### config.mk
export PLATFORM = sky130hd
export DESIGN_NAME = bus_idle_ctrl
export DESIGN_NICKNAME = d
export VERILOG_FILES = /design/src/rtl/idle_pkg.sv /design/src/rtl/idle_cfg_regs.sv /design/src/rtl/idle_gap_calc.sv /design/src/rtl/idle_gap_seq.sv /design/src/rtl/bus_idle_ctrl.sv
export SDC_FILE = /design/constraint.sdc
export NUM_CORES = 1
export LEC_CHECK = 0
export ABC_AREA = 1
export BUFFER_PORTS_ARGS = -buffer_cell sky130_fd_sc_hd__buf_2
export CAP_MARGIN = 10
export CORE_MARGIN = 2
export CORE_UTILIZATION = 45
export DETAILED_ROUTE_END_ITERATION = 8
export HOLD_SLACK_MARGIN = 0.15
export SYNTH_ARGS = -nofsm -noshare
export SYNTH_HDL_FRONTEND = slang
export SYNTH_SLANG_ARGS = --single-unit
### constraint.sdc
create_clock -name clk -period 5.8 [get_ports clk]
set_clock_uncertainty 0.1 [all_clocks]
set_input_delay 0.29 -clock clk [delete_from_list [all_inputs] [get_ports clk]]
set_output_delay 0.29 -clock clk [all_outputs]
set_load 0.02 [all_outputs]
### src/rtl/idle_pkg.sv
package idle_pkg;

    localparam int IDLE_CODE_W = 3;
    localparam int IDLE_CNT_W  = 4;

    typedef enum logic [1:0] {
        ST_READY = 2'd0,
        ST_WAIT  = 2'd1,
        ST_GO    = 2'd2
    } gap_state_e;

    // Non-linear code-to-cycles ladder; the top code gives the longest gap.
    function automatic logic [IDLE_CNT_W-1:0] idle_code_cycles(input logic [IDLE_CODE_W-1:0] code);
        logic [IDLE_CNT_W-1:0] cyc;
        case (code)
            3'd0:    cyc = 4'd0;
            3'd1:    cyc = 4'd1;
            3'd2:    cyc = 4'd2;
            3'd3:    cyc = 4'd3;
            3'd4:    cyc = 4'd4;
            3'd5:    cyc = 4'd6;
            3'd6:    cyc = 4'd8;
            default: cyc = 4'd15;
        endcase
        return cyc;
    endfunction

endpackage

### src/rtl/idle_cfg_regs.sv
module idle_cfg_regs #(
    parameter int NUM_SLOTS = 8,
    parameter int SEL_W     = 3,
    parameter int CODE_W    = 3
) (
    input  logic              clk,
    input  logic              rst_n,
    input  logic              we,
    input  logic [SEL_W-1:0]  sel,
    input  logic [CODE_W-1:0] code_in,
    output logic [CODE_W-1:0] codes [NUM_SLOTS]
);

    for (genvar i = 0; i < NUM_SLOTS; i++) begin : g_slot
        logic [CODE_W-1:0] code_d, code_q;

        always_comb begin
            code_d = code_q;
            if (we && (sel == SEL_W'(i))) begin
                code_d = code_in;
            end
        end

        always_ff @(posedge clk) begin
            if (!rst_n) begin
                code_q <= '1;
            end else begin
                code_q <= code_d;
            end
        end

        assign codes[i] = code_q;
    end

endmodule

### src/rtl/idle_gap_calc.sv
module idle_gap_calc
    import idle_pkg::*;
#(
    parameter int NUM_AREAS = 7,
    parameter int NUM_SLOTS = 8,
    parameter int SEL_W     = 3,
    parameter int CODE_W    = 3,
    parameter int CNT_W     = 4
) (
    input  logic [CODE_W-1:0] codes [NUM_SLOTS],
    input  logic              have_prev,
    input  logic [SEL_W-1:0]  prev_area,
    input  logic              prev_write,
    input  logic              prev_d2m,
    input  logic              prev_mpx,
    input  logic [SEL_W-1:0]  next_area,
    output logic [CNT_W-1:0]  gap
);

    localparam int DMA_SLOT = NUM_AREAS;

    logic [CODE_W-1:0] area_code;
    logic [CODE_W-1:0] sel_code;
    logic [CNT_W-1:0]  sel_cycles;
    logic [CNT_W-1:0]  raw_gap;
    logic              same_area;

    always_comb begin
        area_code  = (int'(prev_area) < NUM_AREAS) ? codes[prev_area] : '0;
        sel_code   = prev_d2m ? codes[DMA_SLOT] : area_code;
        sel_cycles = CNT_W'(idle_code_cycles(sel_code));
        same_area  = (prev_area == next_area);

        if (!have_prev) begin
            raw_gap = '0;
        end else if (prev_d2m) begin
            raw_gap = sel_cycles;
        end else if (!same_area) begin
            raw_gap = sel_cycles;
        end else if (prev_mpx && prev_write) begin
            raw_gap = sel_cycles;
        end else begin
            raw_gap = '0;
        end

        gap = raw_gap;
        if (have_prev && prev_mpx && (raw_gap == '0)) begin
            gap = CNT_W'(1);
        end
    end

endmodule

### src/rtl/idle_gap_seq.sv
module idle_gap_seq
    import idle_pkg::*;
#(
    parameter int SEL_W = 3,
    parameter int CNT_W = 4
) (
    input  logic             clk,
    input  logic             rst_n,
    input  logic             req_valid,
    input  logic [SEL_W-1:0] req_area,
    input  logic             req_write,
    input  logic             req_d2m,
    input  logic             req_mpx,
    input  logic [CNT_W-1:0] gap,
    output logic             have_prev,
    output logic [SEL_W-1:0] prev_area,
    output logic             prev_write,
    output logic             prev_d2m,
    output logic             prev_mpx,
    output logic             ready,
    output logic             start
);

    typedef struct packed {
        gap_state_e       state;
        logic [CNT_W-1:0] cnt;
        logic             have_prev;
        logic [SEL_W-1:0] area;
        logic             write;
        logic             d2m;
        logic             mpx;
    } seq_t;

    seq_t seq_d, seq_q;
    logic accept;

    always_comb begin
        seq_d  = seq_q;
        accept = req_valid && (seq_q.state == ST_READY);
        case (seq_q.state)
            ST_READY: begin
                if (accept) begin
                    seq_d.have_prev = 1'b1;
                    seq_d.area      = req_area;
                    seq_d.write     = req_write;
                    seq_d.d2m       = req_d2m;
                    seq_d.mpx       = req_mpx;
                    if (gap == '0) begin
                        seq_d.state = ST_GO;
                    end else begin
                        seq_d.state = ST_WAIT;
                        seq_d.cnt   = gap - CNT_W'(1);
                    end
                end
            end
            ST_WAIT: begin
                if (seq_q.cnt == '0) begin
                    seq_d.state = ST_GO;
                end else begin
                    seq_d.cnt = seq_q.cnt - CNT_W'(1);
                end
            end
            default: begin
                seq_d.state = ST_READY;
            end
        endcase
    end

    always_ff @(posedge clk) begin
        if (!rst_n) begin
            seq_q <= '{state: ST_READY, cnt: '0, have_prev: 1'b0,
                       area: '0, write: 1'b0, d2m: 1'b0, mpx: 1'b0};
        end else begin
            seq_q <= seq_d;
        end
    end

    assign have_prev  = seq_q.have_prev;
    assign prev_area  = seq_q.area;
    assign prev_write = seq_q.write;
    assign prev_d2m   = seq_q.d2m;
    assign prev_mpx   = seq_q.mpx;
    assign ready      = (seq_q.state == ST_READY);
    assign start      = (seq_q.state == ST_GO);

endmodule

### src/rtl/bus_idle_ctrl.sv
module bus_idle_ctrl
    import idle_pkg::*;
#(
    parameter int NUM_AREAS = 7,
    parameter int CODE_W    = IDLE_CODE_W,
    parameter int CNT_W     = IDLE_CNT_W,
    localparam int NUM_SLOTS = NUM_AREAS + 1,
    localparam int SEL_W     = $clog2(NUM_SLOTS)
) (
    input  logic              clk,
    input  logic              rst_n,
    input  logic              cfg_we,
    input  logic [SEL_W-1:0]  cfg_sel,
    input  logic [CODE_W-1:0] cfg_code,
    input  logic              req_valid,
    input  logic [SEL_W-1:0]  req_area,
    input  logic              req_write,
    input  logic              req_single_dma,
    input  logic              req_dev_to_mem,
    input  logic              req_mpx,
    output logic              req_ready,
    output logic              access_start
);

    logic [CODE_W-1:0] codes [NUM_SLOTS];
    logic              have_prev;
    logic [SEL_W-1:0]  prev_area;
    logic              prev_write;
    logic              prev_d2m;
    logic              prev_mpx;
    logic [CNT_W-1:0]  gap;
    logic              req_d2m;

    assign req_d2m = req_single_dma && req_dev_to_mem;

    idle_cfg_regs #(
        .NUM_SLOTS (NUM_SLOTS),
        .SEL_W     (SEL_W),
        .CODE_W    (CODE_W)
    ) i_regs (
        .clk     (clk),
        .rst_n   (rst_n),
        .we      (cfg_we),
        .sel     (cfg_sel),
        .code_in (cfg_code),
        .codes   (codes)
    );

    idle_gap_calc #(
        .NUM_AREAS (NUM_AREAS),
        .NUM_SLOTS (NUM_SLOTS),
        .SEL_W     (SEL_W),
        .CODE_W    (CODE_W),
        .CNT_W     (CNT_W)
    ) i_calc (
        .codes      (codes),
        .have_prev  (have_prev),
        .prev_area  (prev_area),
        .prev_write (prev_write),
        .prev_d2m   (prev_d2m),
        .prev_mpx   (prev_mpx),
        .next_area  (req_area),
        .gap        (gap)
    );

    idle_gap_seq #(
        .SEL_W (SEL_W),
        .CNT_W (CNT_W)
    ) i_seq (
        .clk        (clk),
        .rst_n      (rst_n),
        .req_valid  (req_valid),
        .req_area   (req_area),
        .req_write  (req_write),
        .req_d2m    (req_d2m),
        .req_mpx    (req_mpx),
        .gap        (gap),
        .have_prev  (have_prev),
        .prev_area  (prev_area),
        .prev_write (prev_write),
        .prev_d2m   (prev_d2m),
        .prev_mpx   (prev_mpx),
        .ready      (req_ready),
        .start      (access_start)
    );

endmodule

-- Yosys cells after proc, flatten, opt, wreduce, memory -nomap -nowiden
Index checks and enable logic that the tools add are counted.
- register bits: 37
- output and inout bits: 2
- logic and storage cells: 81
- $add $sub $neg: 2
- magnitude comparators: 2
- equal/unequal tests: 20
- mux-type cells: 18
- bitwise gates (word level): 1
- reductions and logical operators: 23
- operators with widths (kind ; number):
    $mux 4 ; 7
    $pmux 4 s7 ; 1
    $eq 3x3->1 const B ; 7
    $logic_and 1x1->1 ; 13
    $mux 13 ; 1
    $eq 3x2->1 const B ; 4
    $logic_not 4->1 ; 3
    $mux 3 ; 4
    $bmux 3 s3 ; 1
    $pmux 4 s2 ; 1
    $sub 4x1->4 const B ; 2
    $eq 3x1->1 const B ; 2
    $logic_not 3->1 ; 2
    $ge 4x4->1 const B ; 1
    $mux 2 ; 2
    $ne 2x1->1 const B ; 2
    $ne 2x2->1 const B ; 2
    $not 3->4 ; 1
    $pmux 2 s2 ; 1
    $reduce_and 2->1 ; 2
    $reduce_and 4->1 ; 1
    $eq 3x3->1 ; 1
    $lt 3x3->1 const B ; 1
    $eq 2x1->1 const B ; 1
    other kinds (3) ; 3

-- Depth between registers and ports, before layout
- depth in word-level cells: 19
- gate-level depth with buffers: 18
- depth with buffers taken out: 18

-- By module
A second synthesis with hierarchy kept.
- cell total of the unflattened synthesis: 323
- area total of the unflattened synthesis: 2065.7 µm²
- by module, submodules not included (module ; instances ; cells each ; area each (µm²) ; sequential area each (µm²)):
    idle_cfg_regs ; 1 ; 123 ; 933.4 ; 480.5
    idle_gap_seq ; 1 ; 102 ; 681.9 ; 260.2
    idle_gap_calc ; 1 ; 96 ; 442.9 ; 0.0
    bus_idle_ctrl ; 1 ; 2 ; 7.5 ; 0.0

-- Worst setup path before layout
Ideal clock, no wire load.
- path kind: register to register
- from: register i_seq.seq_q (netlist bit i_seq.prev_area[2])
- to: register i_seq.seq_q[10] in the netlist's numbering
- data arrival time: 2.000 ns
- path slack: 3.578 ns
- stages on the path, launching flop included: 17
- buffers on the path: 1
- clock period less this slack: 2.222 ns
- cells stage by stage: dfxtp_1 > buf_6 > inv_4 > or2_4 > nand2_2 > nor2_2 > a21oi_4 > nand3_1 > a21oi_1 > a21oi_4 > ha_1 > nand2_1 > inv_2 > o21ai_2 > inv_2 > nor2_1 > a21oi_2
- word-level cells in the longest chain between the ends: 19
- RTL lines (what ; RTL line ; source):
    start: declaration ; idle_gap_seq.sv:34 ; seq_t seq_d, seq_q;
    start signal: assignment ; idle_gap_seq.sv:71 ; seq_q <= '{state: ST_READY, cnt: '0, have_prev: 1'b0,
    start signal: assignment ; idle_gap_seq.sv:74 ; seq_q <= seq_d;
    $not 3->4 (not written as such) ; idle_gap_calc.sv:29 ; area_code = (int'(prev_area) < NUM_AREAS) ? codes[prev_area] : '0;
    $bmux 3 s3 ; idle_gap_calc.sv:29 ;
    $mux 3 (not written as such) (2 in a row) ; idle_gap_calc.sv:29 ;
    $mux 3 ; idle_gap_calc.sv:29 ;
    $mux 3 ; idle_gap_calc.sv:30 ; sel_code = prev_d2m ? codes[DMA_SLOT] : area_code;
    $eq 3x3->1, or another cell as far along ; idle_pkg.sv:15 ; case (code)
    $pmux 4 s7 ; idle_pkg.sv:15 ;
    $mux 4 ; idle_gap_calc.sv:40 ; end else if (prev_mpx && prev_write) begin
    [... 2 more ...] ; - ;
    $mux 4 * ; idle_gap_calc.sv:34 ; if (!have_prev) begin
    $logic_not 4->1 ; idle_gap_calc.sv:47 ; if (have_prev && prev_mpx && (raw_gap == '0)) begin
    $logic_and 1x1->1 ; idle_gap_calc.sv:47 ;
    $mux 4 * ; idle_gap_calc.sv:47 ;
    $sub 4x1->4 ; idle_gap_seq.sv:52 ; seq_d.cnt = gap - CNT_W'(1);
    $mux 4 ; idle_gap_seq.sv:48 ; if (gap == '0) begin
    $mux 13 ; idle_gap_seq.sv:42 ; if (accept) begin
    $pmux 4 s2 ; idle_gap_seq.sv:40 ; case (seq_q.state)
Mark *: on every way between the ends. The rest lies on a longest branch, timed or not. The select of a mux whose other input is x is not followed.
A chain may end at the register's enable or synchronous reset.

-- Worst setup path in the final report
- from: register i_seq.seq_q (netlist bit i_seq.prev_area[0])
- to: register i_seq.seq_q[7] in the netlist's numbering
Same word-level chain as after synthesis.

==> reports/results.md <==
• **number of buffers inserted during clock tree synthesis** 5
• **remaining global-route overflow** 0
• **largest family of logic cells by synthesized area** simple AND/OR/NAND/NOR gates
• **CTS HTree Levels** 2
• **IO buf count** 18
• **antenna violations before repair** 0
• **top cells by area, synth** sky130_fd_sc_hd__dfxtp_1 (37%), sky130_fd_sc_hd__nand2_1 (17%), sky130_fd_sc_hd__nand3_1 (9.2%)
• **Initial DRT Pass Iterations** 4
• **total wire length** 4630 um
• **synthesis-to-layout area growth** 9.52%
• **wire length per cell after detailed routing** 12.2 um
• **Vias/cell** 5.09
• **ANT cells** 0
• **cell area after synthesis** 2020 um2
• **Setup-failing EPs final** 0
• **ratio of cells with drive above 1 in the final layout** 12.9%
• **kind of path behind the tightest hold check** input pin to flip-flop
• **Mean Syn Cell Area** 6.55 um2
• **share of the synthesized area in compound gates (AO/OA/AOI/OAI)** 15.1%
• **outcome** finished, final reports clean
• **cell area power density** 344 nW/um2
• **count of vias placed by the detailed router** 1,924
• **met1 global-route usage** 28.5%
• **final worst path period need** 2560 ps
• **Slew Viols, Final** 0
• **crit end category** flip-flop
• **worst setup timing slack at the placement stage** 3270 ps
• **yosys synthesis warning count** 0
• **number of maximum-capacitance violations** 0
• **global placer's final weighted congestion** 0.837
• **WP data required** 5880 ps
• **core area** 4350 um2
• **simple-gate share of the synthesized area** 34.9%
• **vertical die dimension** 71.1 um
• **portion of synthesized cell area occupied by the leading cell type** 36.6%
• **setup repair after global routing missed its margin** false
• **Clock Tree Buf Depth** 2
• **number of cells produced by synthesis** 309
• **least setup slack across all paths after layout** 3240 ps
• **first-pass GRT wire length** 8270 um
• **pin count of the biggest net entering global routing** 36
• **transition time of the tightest slew-check pin** 626 ps
• **number of endpoints with negative hold slack in the final report** 0
• **period utilization** 44.2%
• **data arrival at the endpoint of the critical path** 2640 ps
• **floorplan die width** 71.1 um
• **remaining design rule violation count** 0
• **multiplexer share of the synthesized area** 0%
• **dominant cell type by area after synthesis** sky130_fd_sc_hd__dfxtp_1
• **IR Drop Worst-Case VDD** 171 uV
• **commonest cells after routing, fill and taps aside** sky130_fd_sc_hd__nand2_1 (89), sky130_fd_sc_hd__inv_1 (37), sky130_fd_sc_hd__nand3_1 (37), sky130_fd_sc_hd__dfxtp_1 (37), sky130_fd_sc_hd__nor2_1 (30)
• **site row count** 24
• **DIE AREA** 5050 um2
• **clock tree from TritonCTS** yes
• **Setup crit start** i_seq.prev_area[0]
• **number of DRC markers after the initial detailed-route iteration** 81
• **adder and majority gate portion of the synthesized area** 1.86%
• **Worst setup SP type** flip-flop
• **highest clock frequency the design can meet** 390 MHz
• **most frequent standard cell in the layout excluding fill and tap cells** sky130_fd_sc_hd__nand2_1
• **number of unique standard cell types used by synthesis** 30
• **# IOs** 19
• **clock transition time at the flip-flop clock pins of the worst setup and hold paths** 70 ps
• **cts repair resizes** 0
• **number of fill cells in the layout** 452
• **critical register-to-register path startpoint** i_seq.prev_area[0]
• **critical path peak fanout** 11
• **flop and latch count out of synthesis** 37
• **Starting Density** 46.5%
• **xor/xnor share of the synthesized area** 0.866%
• **met2 track demand over resource in global routing** 31.6%
• **nets@finish** 345
• **post-route ant nets** 0
• **static leakage power** 1.11 nW
• **clk root buf** sky130_fd_sc_hd__clkbuf_8
• **post-synth net total** 329
• **HPWL after DPL** 3480 um
• **global router's overall resource usage** 20.7%
• **GR peak layer** met2
• **clock sink count** 37
• **Total Negative Setup Slacks** 0 ps
• **number of global-route vias before repair** 1,840
• **worst slew margin relative to its limit** 58.3%
• **worst setup path category** flip-flop to flip-flop
• **sequential share of the synthesized area** 36.6%
• **source-to-sink clock delay at the later pin of the worst-skew pair** 290 ps
• **met3 capacity usage during global routing** 4.99%
• **Worst Hold Launch** req_mpx
metal layers:
layer | up-vias | routed length, um
met5 | - | 0
met3 | 8 | 137
met2 | 23 | 1960
li1 | 1024 | -
met1 | 869 | 2450
met4 | 0 | 77
synthesized netlist by cell type, drive strengths merged:
cell,number
inv,43
nand3,38
o211ai,9
nor2,32
buf,5
xor2,2
a21oi,17
o31ai,3
ha,3
dfxtp,37
nand4,1
a211oi,2
o21ai,14
or2,4
o311ai,1
o22ai,1
nand2,91
clkbuf,5
nor3,1
worst paths after layout:
kind	endpoint	slack [ps]	cells past startpoint
min	i_seq.prev_mpx	180	3
min reg2reg	i_regs.g_slot[7].code_q[0]	370	2
max reg2reg	i_seq.seq_q[7]	3240	16
max	i_seq.seq_q[7]	3240	16
where the power goes:
group | total [mW] | leakage [nW] | internal, mW | switching (mW)
combinational | 0.273 | 0.771 | 0.0972 | 0.176
sequential | 0.315 | 0.304 | 0.285 | 0.0296
clock | 0.175 | 0.0395 | 0.0854 | 0.0892
total | 0.763 | 1.11 | 0.468 | 0.294
sequential cells by signal, indices dropped and copies added, names as in the netlist:
register,cells
i_seq.prev_mpx,1
i_seq.prev_area,3
i_seq.prev_write,1
i_seq.prev_d2m,1
i_regs.g_slot.code_q,24
i_seq.have_prev,1
i_seq.seq_q,6
stage by stage:
stage | instances | utilization [%] | hold slack (ps) | power [mW] | instance area (um2)
6_report | 378 | 50.9 | 182 | 0.763 | 2220
5_1_grt | 378 | 50.9 | 219 | 0.831 | 2220
4_1_cts | 378 | 50.9 | 190 | 0.767 | 2220
3_5_place_dp | 369 | 48.8 | 352 | 0.593 | 2130
3_3_place_gp | 369 | 48.8 | 348 | 0.592 | 2130
2_1_floorplan | 309 | - | 321 | 0.538 | 2020
critical path, stage by stage (launching register included):
cell,delay (ps)
sky130_fd_sc_hd__dfxtp_1,570
sky130_fd_sc_hd__inv_2,170
sky130_fd_sc_hd__nand2_1,90
sky130_fd_sc_hd__nand3_1,100
sky130_fd_sc_hd__nand2_1,90
sky130_fd_sc_hd__nand2_1,40
sky130_fd_sc_hd__nand3_1,60
sky130_fd_sc_hd__nand2_1,90
sky130_fd_sc_hd__a21oi_1,250
sky130_fd_sc_hd__a21oi_4,70
sky130_fd_sc_hd__ha_1,200
sky130_fd_sc_hd__nand2_1,70
sky130_fd_sc_hd__inv_2,40
sky130_fd_sc_hd__o21ai_2,190
sky130_fd_sc_hd__inv_2,90
sky130_fd_sc_hd__a21oi_1,140
sky130_fd_sc_hd__a21oi_1,80
what timing repair did:
item | 4_1_cts | 5_1_grt
hold buffers | 1 | 0
endpoints found under the hold margin | 1 | 0
setup buffers | 0 | 0
final cells by class:
cell class	count	area [um2]	area share [%]
multi-input combinational	219	1070	48.1
tap	52	65.1	2.94
sequential	37	741	33.4
timing repair buffer	19	100	4.52
clock buffer	8	80.1	3.61
inverter	43	164	7.40
kinds of logic (layout without fill, tap and decap cells):
group	after synthesis	after routing
xor gates and xnor gates	2	2
AOI/OAI and AO/OA	47	47
DFF	37	37
adders and majority gates	3	3
and+or+nand+nor	167	167
buffers and inverters	53	70
Power figures use the tool's default switching activity.
